File: src/rtl/xacc_pkg.sv
package xacc_pkg;

    localparam int WORD_W  = 32;
    localparam int GUARD_W = 16;

    typedef enum logic [1:0] {
        OP_HOLD = 2'b00,
        OP_CLR  = 2'b01,
        OP_MAC  = 2'b10,
        OP_MSUB = 2'b11
    } acc_op_e;

endpackage

File: src/rtl/xacc_mul.sv
module xacc_mul #(
    parameter int WORD_W  = 32,
    parameter int GUARD_W = 16,
    localparam int PROD_W = 2 * WORD_W,
    localparam int ACC_W  = GUARD_W + PROD_W
) (
    input  logic [WORD_W-1:0] a_i,
    input  logic [WORD_W-1:0] b_i,
    output logic [ACC_W-1:0]  prod_o
);

    logic signed [PROD_W-1:0] full_prod;
    logic        [ACC_W-1:0]  wide_prod;

    // Signed integer product of the two Q1.31 codes.
    assign full_prod = $signed(a_i) * $signed(b_i);

    // Widen before the alignment shift so that -1 x -1 stays positive.
    assign wide_prod = {{GUARD_W{full_prod[PROD_W-1]}}, full_prod};

    // Fractional alignment: drop the duplicate sign bit.
    assign prod_o = {wide_prod[ACC_W-2:0], 1'b0};

endmodule

File: src/rtl/xacc_core.sv
module xacc_core
    import xacc_pkg::*;
#(
    parameter int ACC_W = 80
) (
    input  logic             clk,
    input  logic             rst_n,
    input  acc_op_e          op_i,
    input  logic [ACC_W-1:0] prod_i,
    output logic [ACC_W-1:0] acc_o
);

    logic [ACC_W-1:0] acc_q;
    logic [ACC_W-1:0] acc_d;

    // Next-value selection.
    always_comb begin
        unique case (op_i)
            OP_HOLD: acc_d = acc_q;
            OP_CLR:  acc_d = '0;
            OP_MAC:  acc_d = acc_q + prod_i;
            OP_MSUB: acc_d = acc_q - prod_i;
        endcase
    end

    // Accumulator register.
    always_ff @(posedge clk or negedge rst_n) begin
        if (!rst_n) acc_q <= '0;
        else        acc_q <= acc_d;
    end

    assign acc_o = acc_q;

    p_reset_zero_r1: assert property (@(posedge clk)
        !rst_n |=> (acc_q == '0 || !rst_n));

    p_hold_r2: assert property (@(posedge clk) disable iff (!rst_n)
        op_i == OP_HOLD |=> $stable(acc_q));

    p_clear_r3: assert property (@(posedge clk) disable iff (!rst_n)
        op_i == OP_CLR |=> acc_q == '0);

    p_add_r4: assert property (@(posedge clk) disable iff (!rst_n)
        op_i == OP_MAC |=> acc_q == $past(acc_q) + $past(prod_i));

    p_sub_r5: assert property (@(posedge clk) disable iff (!rst_n)
        op_i == OP_MSUB |=> acc_q == $past(acc_q) - $past(prod_i));

endmodule

File: src/rtl/xacc_readout.sv
module xacc_readout #(
    parameter int WORD_W  = 32,
    parameter int GUARD_W = 16,
    localparam int ACC_W  = GUARD_W + 2 * WORD_W,
    localparam int TOP_LO = 2 * WORD_W - 1
) (
    input  logic [ACC_W-1:0]   acc_i,
    input  logic               sat_en_i,
    output logic [GUARD_W-1:0] guard_o,
    output logic [WORD_W-1:0]  result_o,
    output logic [WORD_W-1:0]  low_o,
    output logic               ovf_o
);

    localparam logic [WORD_W-1:0] POS_FULL = {1'b0, {(WORD_W-1){1'b1}}};
    localparam logic [WORD_W-1:0] NEG_FULL = {1'b1, {(WORD_W-1){1'b0}}};

    logic [ACC_W-1:TOP_LO] top_bits;
    logic [WORD_W-1:0]     mid_word;

    assign top_bits = acc_i[ACC_W-1:TOP_LO];
    assign mid_word = acc_i[TOP_LO:WORD_W];
    assign guard_o  = acc_i[ACC_W-1:2*WORD_W];
    assign low_o    = acc_i[WORD_W-1:0];

    // Out of range when the guard bits and the word sign disagree.
    assign ovf_o = !((&top_bits) || !(|top_bits));

    always_comb begin
        if (sat_en_i && ovf_o)
            result_o = acc_i[ACC_W-1] ? NEG_FULL : POS_FULL;
        else
            result_o = mid_word;
    end

endmodule

File: src/rtl/xacc_mac.sv
module xacc_mac
    import xacc_pkg::*;
#(
    parameter int WORD_W  = xacc_pkg::WORD_W,
    parameter int GUARD_W = xacc_pkg::GUARD_W,
    localparam int ACC_W  = GUARD_W + 2 * WORD_W
) (
    input  logic               clk,
    input  logic               rst_n,
    input  logic [1:0]         op_i,
    input  logic [WORD_W-1:0]  a_i,
    input  logic [WORD_W-1:0]  b_i,
    input  logic               sat_en_i,
    output logic [ACC_W-1:0]   acc_o,
    output logic [GUARD_W-1:0] guard_o,
    output logic [WORD_W-1:0]  result_o,
    output logic [WORD_W-1:0]  low_o,
    output logic               ovf_o
);

    acc_op_e          op;
    logic [ACC_W-1:0] prod;
    logic [ACC_W-1:0] acc;

    assign op = acc_op_e'(op_i);

    xacc_mul #(.WORD_W(WORD_W), .GUARD_W(GUARD_W)) u_mul (
        .a_i    (a_i),
        .b_i    (b_i),
        .prod_o (prod)
    );

    xacc_core #(.ACC_W(ACC_W)) u_core (
        .clk    (clk),
        .rst_n  (rst_n),
        .op_i   (op),
        .prod_i (prod),
        .acc_o  (acc)
    );

    xacc_readout #(.WORD_W(WORD_W), .GUARD_W(GUARD_W)) u_read (
        .acc_i    (acc),
        .sat_en_i (sat_en_i),
        .guard_o  (guard_o),
        .result_o (result_o),
        .low_o    (low_o),
        .ovf_o    (ovf_o)
    );

    assign acc_o = acc;

    p_sat_pos_r9: assert property (@(posedge clk) disable iff (!rst_n)
        (sat_en_i && ovf_o && !acc[ACC_W-1]) |->
            result_o == {1'b0, {(WORD_W-1){1'b1}}});

    p_sat_neg_r9: assert property (@(posedge clk) disable iff (!rst_n)
        (sat_en_i && ovf_o && acc[ACC_W-1]) |->
            result_o == {1'b1, {(WORD_W-1){1'b0}}});

    p_in_range_pass_r8: assert property (@(posedge clk) disable iff (!rst_n)
        !ovf_o |-> result_o == acc[2*WORD_W-1:WORD_W]);

    p_plus_one_r6: assert property (@(posedge clk) disable iff (!rst_n)
        (op == OP_CLR) ##1 (op == OP_MAC && a_i == {1'b1, {(WORD_W-1){1'b0}}}
                            && b_i == {1'b1, {(WORD_W-1){1'b0}}})
        |=> ovf_o && !acc[ACC_W-1]);

endmodule

File: config.mk
export PLATFORM = sky130hd
export DESIGN_NAME = xacc_mac
export DESIGN_NICKNAME = d
export VERILOG_FILES = /design/src/rtl/xacc_pkg.sv /design/src/rtl/xacc_mul.sv /design/src/rtl/xacc_core.sv /design/src/rtl/xacc_readout.sv /design/src/rtl/xacc_mac.sv
export SDC_FILE = /design/constraint.sdc
export NUM_CORES = 2
export LEC_CHECK = 0
export ABC_CLOCK_PERIOD_IN_PS = 11300
export BUFFER_PORTS_ARGS = -buffer_cell sky130_fd_sc_hd__buf_2
export CORE_MARGIN = 5
export CORE_UTILIZATION = 25
export CTS_BUF_LIST = sky130_fd_sc_hd__clkbuf_4 sky130_fd_sc_hd__clkbuf_8
export DETAILED_ROUTE_END_ITERATION = 10
export REMOVE_ABC_BUFFERS = 1
export SLEW_MARGIN = 0
export SYNTH_ARGS = -nofsm -noshare
export SYNTH_HDL_FRONTEND = slang
export SYNTH_SLANG_ARGS = --single-unit
File: constraint.sdc
create_clock -name clk -period 11.3 [get_ports clk]
set_input_delay 1.13 -clock clk [delete_from_list [all_inputs] [get_ports clk]]
set_output_delay 1.13 -clock clk [all_outputs]
set_load 0.1 [all_outputs]
==> metrics.cfg <==
[cells_and_area]
drive_gt1_share_pct=21.9
largest_reg_flops=79
area_growth_pct=25.2
nets=7491

[outcome]
status=finished, final reports clean

[cts]
cts_tree=done
cts-root-buf=clkbuf_8
clk_path_buf_depth=2
cts_made_buffers=9
clkSinkCount=79
clk_pin_slew_ns=0.10
clk_latency_ns=0.39
htree_levels=3

[floorplan]
fp.dieW_um=442
die-area_um2=195000
fp-row-count=158
start_util_pct=25.1
core_um2=185000
io_pins=230
die_h_um=442

[synth]
syn-cell-area_um2=46600
yosysMostFrequentCell=fa_1
avgSynthCellArea_um2=8.80
syn_inst=5298
yosys_warnings=0
ys_top_cells_by_count=fa_1 (1083), inv_1 (983), nand2_1 (685)
synthArstFlopShare_pct=100
ys.flop_type=dfrtp_1
ys_ff_latch=79
synth.largest_area_cell=fa_1
yosys.cell_types.count=84
yosysTopAreaCellShare_pct=46.5
synth_edf_count=0
synth_area_leaders=fa_1 (47%), inv_1 (7.9%), and2_1 (7.1%), ha_1 (7.1%), nand2_1 (5.5%)
synth-seq-area-share_pct=4.24

[place]
port_buffers=227
dp_hpwl_um=129000
finalWeightedCongestion=0.894

[detailed_routing]
vias=38900
vias_per_cell=4.54
first_iter_violations=2365
firstDrtPassIters=5
wire_per_inst_um=17.4
route.detailed.drc=0
ant_nets=0
routed_wirelength_um=149000

[worst_hold_path]
hold_path.class=flop to flop
holdCritStartpoint=u_core.acc_o[6]$_DFFE_PN0P_

[global_route]
antenna_found_initial=10
grt_overflow=0
grt_pass1_vias=41600
grt_pass1_wl_um=232000
grt_max_degree=66
track_usage_pct=14.7

[sta]
setup_viol=0
drv_slew=0
finalClockSkew_ns=0.0180
worstMarginPinSlew_ns=1.05
clock.fmax_mhz=89.0
finalCriticalPeriod_ns=11.24
hold_viol=0
hold_ws_ns=0.550
rsz0062_at_grt=yes
finalCritPeriodShare_pct=99.5
slew_headroom_pct=29.9

[critical_path]
required_ns=11.58
crit_fanout=6
max_stage_delay_ns=0.62
start_kind=primary input
crit_slowest_cell=fa_2
reg2reg_from=u_core.acc_o[1]$_DFFE_PN0P_
crit_top_cell=fa_1
setup.worst_path.start=a_i[7]
worstSetupPathType=primary input to flop
end_kind=flop
cp.arrival_ns=11.52

[job]
maxCapViolCount=0

per-stage QoR:
stage / cell area [µm²] / std cells / utilization [%] / TNS [ns] / setup slack [ns]
floorplan: 45200 / 4970 / - / 0 / 0.157
global placement: 56000 / 8488 / 30.2 / -14.34 / -0.760
detailed placement: 56000 / 8488 / 30.2 / -16.84 / -0.862
CTS: 56600 / 8512 / 30.5 / -0.0394 / -0.0281
global route: 58400 / 8561 / 31.5 / -0.785 / -0.283
finish: 58400 / 8562 / 31.5 / 0 / 0.0612
placed cells by master, fill, tap and decap left out, types with 12 or more instances in the layout:
master     count
fa_1        1054
inv_1        974
buf_4        806
nand2_1      682
and2_1       519
ha_1         248
buf_2        179
a21oi_1      151
nor2_1       146
o21ai_0      143
a21o_1       115
xnor2_1      107
dfrtp_1       79
xor2_1        71
nand3_1       44
nand4_1       42
buf_12        42
buf_6         41
a21oi_2       32
o21bai_1      30
nor3_1        29
fa_2          29
o21a_1        28
and3_1        27
nand2b_1      24
a31oi_1       24
o21ai_1       22
or3_1         20
o211ai_1      18
mux2i_1       17
nor2b_1       12
ha_4          12
clkbuf_16     12
critical path: cells and delay by family:
kind / cells / cell delay (ns)
and+or+nand+nor: 9 / 2.61
xor gates and xnor gates: 2 / 0.27
adders and majority gates: 10 / 4.63
AOI/OAI and AO/OA: 12 / 2.04
buffers and inverters: 8 / 0.79
metal layers:
metal | GRT usage [%] | vias to the layer above | share of wire (%)
met5 | 0 | - | 0.040
met4 | 3.91 | 12 | 3.7
met1 | 18.3 | 20000 | 40
met2 | 27.2 | 851 | 52
met3 | 1.20 | 208 | 3.9
li1 | - | 17800 | -
final cells by class:
type                    instances  area, µm²
flip-flops and latches         79       1980
inverters                     983       3690
multi-input cells            3908      40700
fillers                     19500     127000
diodes                          1       2.50
clock buffers                  10        138
clock inverters                 6       73.8
well taps                    2480       3100
repair buffers               1095       8720
final timing paths:
| kind | slack [ns] | endpoint | cells past startpoint |
|---|---|---|---|
| min in group asynchronous | 0.66 | u_core.acc_o[71]$_DFFE_PN0P_ | 1 |
| max in group asynchronous | 9.54 | u_core.acc_o[42]$_DFFE_PN0P_ | 2 |
| max reg2reg | 6.82 | u_core.acc_o[79]$_DFFE_PN0P_ | 19 |
| min | 0.55 | u_core.acc_o[6]$_DFFE_PN0P_ | 2 |
| max | 0.06 | u_core.acc_o[79]$_DFFE_PN0P_ | 41 |
| min reg2reg | 0.55 | u_core.acc_o[6]$_DFFE_PN0P_ | 2 |
cells by family (layout without fill, tap and decap cells):
logic type | after synthesis | after routing | share of synthesized area, %
AND/OR/NAND/NOR | 1645 | 1645 | 17.5
XOR/XNOR | 183 | 183 | 3.44
adder cells (fa/ha/maj) | 1346 | 1346 | 53.6
buffers and inverters | 1312 | 2094 | 11.0
AO/OA/AOI/OAI | 713 | 713 | 9.80
multiplexers | 19 | 19 | 0.413
other | 1 | 3 | 0.00805
flip-flops | 79 | 79 | 4.24
timing repair:
action	in CTS	in global routing
resized for setup	81	309
setup endpoints to repair	24	29
hold buffers	0	0
pin swaps	27	126
setup buffers	7	36
gates cloned	1	13
hold endpoints to repair	0	0
Power is left out: the tool's default activity adds up to more than one toggle a clock period on the data nets, which glitch-free logic cannot reach.
